### config.mk
export PLATFORM = sky130hd
export DESIGN_NAME = coh_arb_top
export DESIGN_NICKNAME = d
export VERILOG_FILES = /design/src/rtl/coh_arb_pkg.sv /design/src/rtl/coh_arb_rst_sync.sv /design/src/rtl/coh_arb_pick.sv /design/src/rtl/coh_arb_fsm.sv /design/src/rtl/coh_arb_top.sv
export SDC_FILE = /design/constraint.sdc
export NUM_CORES = 1
export LEC_CHECK = 0
export CAP_MARGIN = 20
export CORE_AREA = 4 4 41 43
export CTS_CLUSTER_SIZE = 40
export DETAILED_ROUTE_END_ITERATION = 12
export DIE_AREA = 0 0 45 47
export GPL_ROUTABILITY_DRIVEN = 1
export MAX_ROUTING_LAYER = met4
export SYNTH_ARGS = -nofsm -noshare
export SYNTH_HDL_FRONTEND = slang
export SYNTH_HIERARCHICAL = 1
export SYNTH_SLANG_ARGS = --single-unit
### constraint.sdc
create_clock -name clk -period 1.4 [get_ports clk]
set_input_delay 0.21 -clock clk [delete_from_list [all_inputs] [get_ports clk]]
set_output_delay 0.21 -clock clk [all_outputs]
set_load 0.02 [all_outputs]
### src/rtl/coh_arb_pkg.sv
package coh_arb_pkg;
  typedef enum logic [2:0] {
    ST_IDLE  = 3'd0,
    ST_OWN_A = 3'd1,
    ST_OWN_B = 3'd2,
    ST_BOFF_B = 3'd3,
    ST_DRN_A = 3'd4,
    ST_RTY_A = 3'd5,
    ST_DRN_B = 3'd6
  } arb_st_e;

  typedef enum logic {
    MST_A = 1'b0,
    MST_B = 1'b1
  } mst_e;
endpackage

### src/rtl/coh_arb_rst_sync.sv
module coh_arb_rst_sync #(
  parameter int unsigned STAGES = 2
) (
  input  logic clk,
  input  logic rst_n,
  output logic rst_n_sync
);
  logic [STAGES-1:0] sh_q;

  always_ff @(posedge clk or negedge rst_n) begin
    if (!rst_n) sh_q <= '0;
    else        sh_q <= {sh_q[STAGES-2:0], 1'b1};
  end

  assign rst_n_sync = sh_q[STAGES-1];
endmodule

### src/rtl/coh_arb_pick.sv
module coh_arb_pick
  import coh_arb_pkg::*;
(
  input  logic req_a,
  input  logic req_b,
  input  mst_e fav,
  output logic take_a,
  output logic take_b
);
  always_comb begin
    take_a = req_a & (~req_b | (fav == MST_A));
    take_b = req_b & (~req_a | (fav == MST_B));
  end
endmodule

### src/rtl/coh_arb_fsm.sv
module coh_arb_fsm
  import coh_arb_pkg::*;
#(
  parameter bit A_HIT_FIRST = 1'b1
) (
  input  logic    clk,
  input  logic    rst_n,
  input  logic    req_a,
  input  logic    req_b,
  input  logic    hit_a,
  input  logic    hit_b,
  input  logic    drain_end,
  output arb_st_e st
);
  arb_st_e st_q, st_d;
  mst_e    fav_q, fav_d, pick_fav;
  logic    fav_en;
  logic    take_a, take_b;
  logic    use_hit_a, use_hit_b;

  generate
    if (A_HIT_FIRST) begin : g_a_first
      assign use_hit_a = hit_a;
      assign use_hit_b = hit_b & ~hit_a;
    end else begin : g_b_first
      assign use_hit_a = hit_a & ~hit_b;
      assign use_hit_b = hit_b;
    end
  endgenerate

  // after a drain the preempted master is favoured
  always_comb begin
    case (st_q)
      ST_DRN_A: pick_fav = MST_B;
      ST_DRN_B: pick_fav = MST_A;
      default:  pick_fav = fav_q;
    endcase
  end

  coh_arb_pick u_pick (
    .req_a  (req_a),
    .req_b  (req_b),
    .fav    (pick_fav),
    .take_a (take_a),
    .take_b (take_b)
  );

  always_comb begin
    st_d   = st_q;
    fav_d  = fav_q;
    fav_en = 1'b0;
    case (st_q)
      ST_IDLE, ST_OWN_A, ST_OWN_B: begin
        if (use_hit_a) begin
          st_d = ST_BOFF_B;
        end else if (use_hit_b) begin
          st_d = ST_RTY_A;
        end else if (st_q == ST_IDLE) begin
          if (take_a) begin
            st_d = ST_OWN_A; fav_d = MST_B; fav_en = 1'b1;
          end else if (take_b) begin
            st_d = ST_OWN_B; fav_d = MST_A; fav_en = 1'b1;
          end
        end else if (st_q == ST_OWN_A) begin
          if (!req_a) begin
            if (req_b) begin
              st_d = ST_OWN_B; fav_d = MST_A; fav_en = 1'b1;
            end else begin
              st_d = ST_IDLE;
            end
          end
        end else begin
          if (!req_b) begin
            if (req_a) begin
              st_d = ST_OWN_A; fav_d = MST_B; fav_en = 1'b1;
            end else begin
              st_d = ST_IDLE;
            end
          end
        end
      end
      ST_BOFF_B: st_d = ST_DRN_A;
      ST_RTY_A:  st_d = ST_DRN_B;
      ST_DRN_A, ST_DRN_B: begin
        if (drain_end) begin
          fav_en = 1'b1;
          if (take_a) begin
            st_d = ST_OWN_A; fav_d = MST_B;
          end else if (take_b) begin
            st_d = ST_OWN_B; fav_d = MST_A;
          end else begin
            st_d  = ST_IDLE;
            fav_d = pick_fav;
          end
        end
      end
      default: st_d = ST_IDLE;
    endcase
  end

  always_ff @(posedge clk or negedge rst_n) begin
    if (!rst_n) st_q <= ST_IDLE;
    else        st_q <= st_d;
  end

  always_ff @(posedge clk or negedge rst_n) begin
    if (!rst_n)      fav_q <= MST_A;
    else if (fav_en) fav_q <= fav_d;
  end

  assign st = st_q;
endmodule

### src/rtl/coh_arb_top.sv
module coh_arb_top
  import coh_arb_pkg::*;
#(
  parameter bit          A_HIT_FIRST = 1'b1,
  parameter int unsigned SYNC_STAGES = 2
) (
  input  logic clk,
  input  logic rst_n,
  input  logic req_a,
  input  logic req_b,
  input  logic snp_dirty_a,
  input  logic snp_dirty_b,
  input  logic wb_done,
  output logic gnt_a,
  output logic gnt_b,
  output logic backoff_b,
  output logic retry_a
);
  logic    rst_n_int;
  arb_st_e st;

  coh_arb_rst_sync #(.STAGES(SYNC_STAGES)) u_rst (
    .clk        (clk),
    .rst_n      (rst_n),
    .rst_n_sync (rst_n_int)
  );

  coh_arb_fsm #(.A_HIT_FIRST(A_HIT_FIRST)) u_fsm (
    .clk       (clk),
    .rst_n     (rst_n_int),
    .req_a     (req_a),
    .req_b     (req_b),
    .hit_a     (snp_dirty_a),
    .hit_b     (snp_dirty_b),
    .drain_end (wb_done),
    .st        (st)
  );

  always_comb begin
    gnt_a     = (st == ST_OWN_A)  || (st == ST_DRN_A);
    gnt_b     = (st == ST_OWN_B)  || (st == ST_DRN_B);
    backoff_b = (st == ST_BOFF_B) || (st == ST_DRN_A);
    retry_a   = (st == ST_RTY_A)  || (st == ST_DRN_B);
  end
endmodule

==> impl_metrics.csv, run 1 <==
group,metric,value,unit
run_status,outcome,"complete, but fails checks",
run_status,failing_checks,"setup timing",
detailed_routing,wirelength,1345,um
clock_tree,clock_latency_of_the_later_clocked_register_in_the_worst_skew_pair,0.24,ns
detailed_routing,detail_route.vias_per_cell,5.234,
floorplan,die-width,45,um
synth,instance_count_of_the_mapped_netlist,63,
power,vdd_ir_drop_max,1.214,mV
final_layout,final.fill_count,121,
global_route,gr-total-overflow,0,
sta,worst_clock_skew,0.0001718,ns
final_layout,post_layout_nonfiller_instances,107,
global_route,grt_use_total,0.1520,
synth,synth_seq_cells,6,
synth,syn-cell-area,509.2,um2
run,drv_cap,0,
worst_setup_path,worst-setup-path-type,"reg2reg",
place,portBuffers,10,
floorplan,design.die.area,2115,um2
power,power.leakage,0.3773,nW
worst_setup_path,end_kind,"register",
synth,share_of_synthesized_flip_flops_with_an_asynchronous_set_or_reset,1.000,
synth,synth-edff-count,0,
place,dpl.hpwl,957.2,um
worst_hold_path,min-delay-path-class,"reg2async",
worst_setup_path,r2r-start,"u_fsm/st[0]",
detailed_routing,first_pass_iters,4,
clock_tree,tritoncts.num_buffers,3,
worst_setup_path,category_of_the_worst_setup_path_launch_point,"register",
sta,fin_crit_sh,1.180,
clock_tree,tritoncts_num_sinks,6,
floorplan,fp.coreArea,1301,um2
power,report.power.total,1.997,mW
global_route,wire_length_of_the_first_global_routing_pass,2242,um
detailed_routing,routed_wire_per_std_cell,12.57,um
final_layout,area.growth.synth_to_final,63.88,%
final_layout,multi_input_comb_area,384.1,um2
sta,report.final.hold_viol_count,0,
synth,post_synth.cell_area_avg,8.083,um2
final_layout,insertedDiodeCount,0,
worst_setup_path,required_time_of_the_worst_setup_path,1.51,ns
synth,synth_flop_cell,"sky130_fd_sc_hd__dfrtp_1",
worst_setup_path,critical_path.max_fanout,3,
clock_tree,h_tree_depth,1,
final_layout,final_core_util,0.6413,
place,placedCellCount,100,
sta,postLayoutSetupSlackWorst,-0.2526,ns
sta,final_period_minus_worst_setup_slack,1.653,ns
worst_setup_path,worstSetupStartpoint,"u_fsm/st[0]",
detailed_routing,remaining_drc_errors,0,
power,power.density,2392,nW/um2
global_route,antenna_violations_before_repair,0,
detailed_routing,detailedRoute.firstIterationViolations,10,
floorplan,floorplan.io_pins,11,
detailed_routing,num_vias,560,
floorplan,die_height,47,um
synth,ys_warn_count,6,
clock_tree,cts_tree,"yes",
final_layout,drive_gt1_frac,0.4565,
sta,setup_violations,4,
final_layout,final_cell_mix,"sky130_fd_sc_hd__buf_4, sky130_fd_sc_hd__a21oi_1, sky130_fd_sc_hd__clkdlybuf4s50_1",
synth,synth.yosys.seq_area_share,0.2948,
worst_setup_path,critPathArrivalTime,1.76,ns
detailed_routing,ant_nets,0,
final_layout,layout_commonest_cell,"sky130_fd_sc_hd__buf_4",
floorplan,placement_rows,13,
final_layout,register_area,152.6,um2
global_route,grt_pass1_vias,517,
sta,final.setup.tns,-0.7119,ns
clock_tree,cts_root_buf,"sky130_fd_sc_hd__clkbuf_4",
floorplan,initial_utilization,0.3913,
sta,rsz0062_at_grt,"yes",
sta,final_max_slew_viol_count,0,
synth,post_synth_num_cell_types,34,
final_layout,finish.net_count,101,
clock_tree,clock_tree_buf_depth,2,
global_route,grt_start_max_net_pins,15,
synth,mappedNetlistNets,70,
clock_tree,cts.reportedPaths.clkPinSlew,0.04,ns
sta,maxClockFrequency,605.1,MHz
place,rd_place_congestion,0.8712,
[critical path, cell delays in order (launching register included)]
cell,delay [ns]
sky130_fd_sc_hd__dfrtp_1,0.38
sky130_fd_sc_hd__nand2b_4,0.16
sky130_fd_sc_hd__nand2_1,0.11
sky130_fd_sc_hd__o21ai_4,0.08
sky130_fd_sc_hd__a21boi_2,0.15
sky130_fd_sc_hd__nor2_1,0.07
sky130_fd_sc_hd__a21oi_1,0.13
sky130_fd_sc_hd__nor3_1,0.06
sky130_fd_sc_hd__o31ai_1,0.26
sky130_fd_sc_hd__o22ai_1,0.12
[final timing paths]
check                           endpoint  cells past startpoint  slack, ns
max                          u_fsm/st[1]                      9      -0.25
min reg2reg                  u_fsm/st[0]                      0       0.06
max reg2reg                  u_fsm/st[1]                      9      -0.25
min                          u_fsm/st[0]                      0       0.06
min in group clk           u_rst/sh_q[1]                      0       0.36
max in group asynchronous  u_rst/sh_q[0]                      1       1.14
[metrics by stage]
| stage | hold WS (ns) | cell area, um2 | setup WS, ns |
|---|---|---|---|
| after floorplan | -0.08559 | 524.3 | -0.2517 |
| after global placement | 0.05511 | 732.0 | -0.4026 |
| after detailed placement | 0.05308 | 732.0 | -0.3930 |
| after CTS | 0.05708 | 787.0 | -0.2261 |
| after global routing | 0.06879 | 834.6 | -0.3613 |
| final | 0.05531 | 834.6 | -0.2526 |
[repair_timing]
action                     in CTS  in global routing
setup buffers                   3                  1
cloned                          0                  0
resized for setup              24                  9
hold buffers                    0                  0
pin swaps                       2                  1
setup endpoints to repair       7                  6
[layout make-up]
cell class / instances / area share
Multi-Input combinational cell: 50 / 0.4603
Timing Repair Buffer: 29 / 0.2894
Inverter: 4 / 0.01799
Tap cell: 15 / 0.02249
Sequential cell: 6 / 0.1829
Clock buffer: 3 / 0.02699
[routing by layer]
layer | vias to the layer above | wire (um) | share of wire | track usage
met5 | - | 0 | 0 | -
met4 | 0 | 0 | 0 | 0.01754
met3 | 0 | 83 | 0.062 | 0.04981
met2 | 12 | 649 | 0.48 | 0.2486
met1 | 263 | 611 | 0.45 | 0.1879
li1 | 285 | - | - | -
[synth_stat cells, types with 2 or more instances]
cell type,instances,area [um2]
sky130_fd_sc_hd__nand2_1,4,15.01
sky130_fd_sc_hd__nor2_1,5,18.77
sky130_fd_sc_hd__dfrtp_1,6,150.1
sky130_fd_sc_hd__nand2b_1,3,18.77
sky130_fd_sc_hd__inv_1,4,15.01
sky130_fd_sc_hd__a21boi_1,2,15.01
sky130_fd_sc_hd__a21oi_1,8,40.04
sky130_fd_sc_hd__o21ai_1,3,15.01
sky130_fd_sc_hd__o22ai_1,2,12.51
sky130_fd_sc_hd__buf_2,2,10.01
[report_power, final]
group	internal, mW	switching, mW
Clock	0.0965	0.0552
Combinational	0.802	0.707
Sequential	0.247	0.0886
Total	1.15	0.851
[cell families (layout without fill, tap and decap cells)]
family,Yosys count,after routing,synth area share
simple gates,23,23,0.2777
mux,2,2,0.04913
flops,6,6,0.2948
buf+inv,7,36,0.06388
compound gates,24,24,0.3071
other cells,1,1,0.007364
[flip-flops by register name, indices dropped and copies added (netlist names)]
register	flops
u_fsm/fav_q	1
u_fsm/st	3
u_rst/sh_q	2
Note: power is estimated with default switching activity, not from simulation.
==> inputs of run 2 (changes only) <==
- SKIP_CTS_REPAIR_TIMING: default -> 1
==> run 2 against run 1 <==
- the run still ends with setup timing left
- fmax decreased by 3.2%
- design area increased by 4.6%
- clock skew about the same
- global-route usage decreased by 0.58 points
- core utilization increased by 3.0 points
- wire length increased by 14%
- final cell count increased by 4.7%
- sequential cell count unchanged
- setup slack got worse by 0.054 ns
- clock power about the same
- die area unchanged
==> impl_metrics.csv, run 2 (same netlist as run 1, synthesis figures left out) <==
group,metric,value,unit
place,dpl.hpwl,957.2,um
worst_setup_path,category_of_the_worst_setup_path_launch_point,"register",
place,dpl_worst_slack,-0.3930,ns
power,power.clock.fraction,0.072,
floorplan,fp.coreArea,1301,um2
clock_tree,clock_tree_buf_depth,2,
power,power.density,2423,nW/um2
clock_tree,tritoncts_num_sinks,6,
final_layout,final_cell_mix,"sky130_fd_sc_hd__buf_4, sky130_fd_sc_hd__a21oi_1, sky130_fd_sc_hd__clkdlybuf4s50_1, sky130_fd_sc_hd__nor2_1, sky130_fd_sc_hd__dfrtp_1",
power,report.power.total,2.116,mW
sta,final_period_minus_worst_setup_slack,1.707,ns
sta,postLayoutSetupSlackWorst,-0.3065,ns
clock_tree,cts_tree,"yes",
final_layout,largest_register_ffs,3,
detailed_routing,remaining_drc_errors,0,
sta,maxClockFrequency,586.0,MHz
run_status,failing_checks,"setup timing",
detailed_routing,detail_route.vias_per_cell,5.473,
power,power_report.internal_total,1.210,mW
global_route,grt_pass1_vias,501,
final_layout,area.growth.synth_to_final,71.50,%
worst_setup_path,cp.buffers_inverters,0,
detailed_routing,routed_wire_per_std_cell,13.63,um
clock_tree,clock_latency_of_the_later_clocked_register_in_the_worst_skew_pair,0.24,ns
sta,holdWs,0.05477,ns
power,p_seq_frac,0.163,
final_layout,drive_gt1_frac,0.4845,
sta,worst_clock_skew,0.0002109,ns
final_layout,insertedDiodeCount,0,
global_route,antenna_violations_before_repair,0,
global_route,grt_start_max_net_pins,15,
final_layout,finish.net_count,106,
clock_tree,tritoncts.num_buffers,3,
power,vdd_ir_drop_max,1.266,mV
worst_setup_path,path_delay_family,"compound AO/OA/AOI/OAI gates",
worst_hold_path,min-delay-path-class,"reg2async",
floorplan,die-width,45,um
run_status,outcome,"complete, but fails checks",
place,rd_place_congestion,0.8712,
final_layout,layout_commonest_cell,"sky130_fd_sc_hd__buf_4",
worst_setup_path,critical_path.max_fanout,3,
floorplan,placement_rows,13,
detailed_routing,first_pass_iters,4,
worst_setup_path,max_stage_delay,0.39,ns
detailed_routing,wirelength,1527,um
sta,setup_violations,5,
worst_setup_path,required_time_of_the_worst_setup_path,1.51,ns
global_route,wire_length_of_the_first_global_routing_pass,2152,um
worst_setup_path,crit_chain,"nand2b_4 > nand2_2 > o21ai_4 > a21boi_2 > nor2_1 > a21oi_1 > nor3_1 > o31ai_1 > o22ai_1",
worst_setup_path,critical_path_cell_with_the_highest_stage_delay,"sky130_fd_sc_hd__dfrtp_1",
floorplan,die_height,47,um
clock_tree,cts_root_buf,"sky130_fd_sc_hd__clkbuf_4",
worst_setup_path,worst-setup-path-type,"reg2reg",
floorplan,floorplan.io_pins,11,
power,power_frac_comb,0.765,
global_route,grt_use_total,0.1463,
detailed_routing,detailedRoute.firstIterationViolations,11,
worst_setup_path,critPathArrivalTime,1.81,ns
power,switchingPower,906.4,uW
detailed_routing,num_vias,613,
sta,report.final.hold_viol_count,0,
sta,fin_crit_sh,1.219,
global_route,gr-total-overflow,0,
power,switching_share,0.4283,
power,power.leakage,0.4095,nW
clock_tree,h_tree_depth,1,
sta,rsz0062_at_grt,"yes",
run,drv_cap,0,
sta,final_max_slew_viol_count,0,
worst_setup_path,end_kind,"register",
floorplan,initial_utilization,0.3913,
clock_tree,cts.reportedPaths.clkPinSlew,0.04,ns
detailed_routing,ant_nets,0,
place,portBuffers,10,
floorplan,design.die.area,2115,um2
-- run 2: final cells by class --
class                   instances  area [um2]
well taps                      15       18.77
flip-flops and latches          6       152.6
clock buffers                   3       22.52
multi-input cells              50       377.9
inverters                       4       15.01
repair buffers                 34       286.5
fillers                       105       427.9
-- run 2: routing by layer --
| metal | part of all wire | vias to the layer above | wire length, um | track usage |
|---|---|---|---|---|
| li1 | - | 296 | - | - |
| met1 | 0.41 | 290 | 631 | 0.1856 |
| met2 | 0.51 | 27 | 786 | 0.2316 |
| met3 | 0.071 | 0 | 109 | 0.04981 |
| met4 | 0 | 0 | 0 | 0.01754 |
| met5 | 0 | - | 0 | - |
-- run 2: final timing paths --
check | start | end | slack, ns | cells after the start
max | u_fsm/st[0] | u_fsm/st[1] | -0.31 | 9
min | u_rst/sh_q[1] | u_fsm/st[0] | 0.05 | 0
max reg2reg | u_fsm/st[0] | u_fsm/st[1] | -0.31 | 9
min reg2reg | u_rst/sh_q[1] | u_fsm/st[0] | 0.05 | 0
max in group asynchronous | rst_n | u_rst/sh_q[0] | 1.14 | 1
min in group clk | u_rst/sh_q[0] | u_rst/sh_q[1] | 0.36 | 0
-- run 2: power groups by stage --
stage	Combinational, mW	Clock (mW)	Sequential [mW]
3_5_place_dp	1.26	0	0.327
4_1_cts	1.27	0.159	0.324
6_report	1.62	0.152	0.344
5_1_grt	1.75	0.172	0.362
2_1_floorplan	0.802	0	0.319
3_3_place_gp	1.26	0	0.326
-- run 2: metrics by stage --
| stage | instance area (um2) | util | TNS (ns) | instances |
|---|---|---|---|---|
| floorplan | 524.3 | - | -0.5275 | 63 |
| global placement | 732.0 | 0.5625 | -1.812 | 100 |
| detailed placement | 732.0 | 0.5625 | -1.863 | 100 |
| global route | 873.3 | 0.6712 | -1.479 | 112 |
| CTS | 754.5 | 0.5798 | -2.532 | 103 |
| finish | 873.3 | 0.6712 | -0.9804 | 112 |
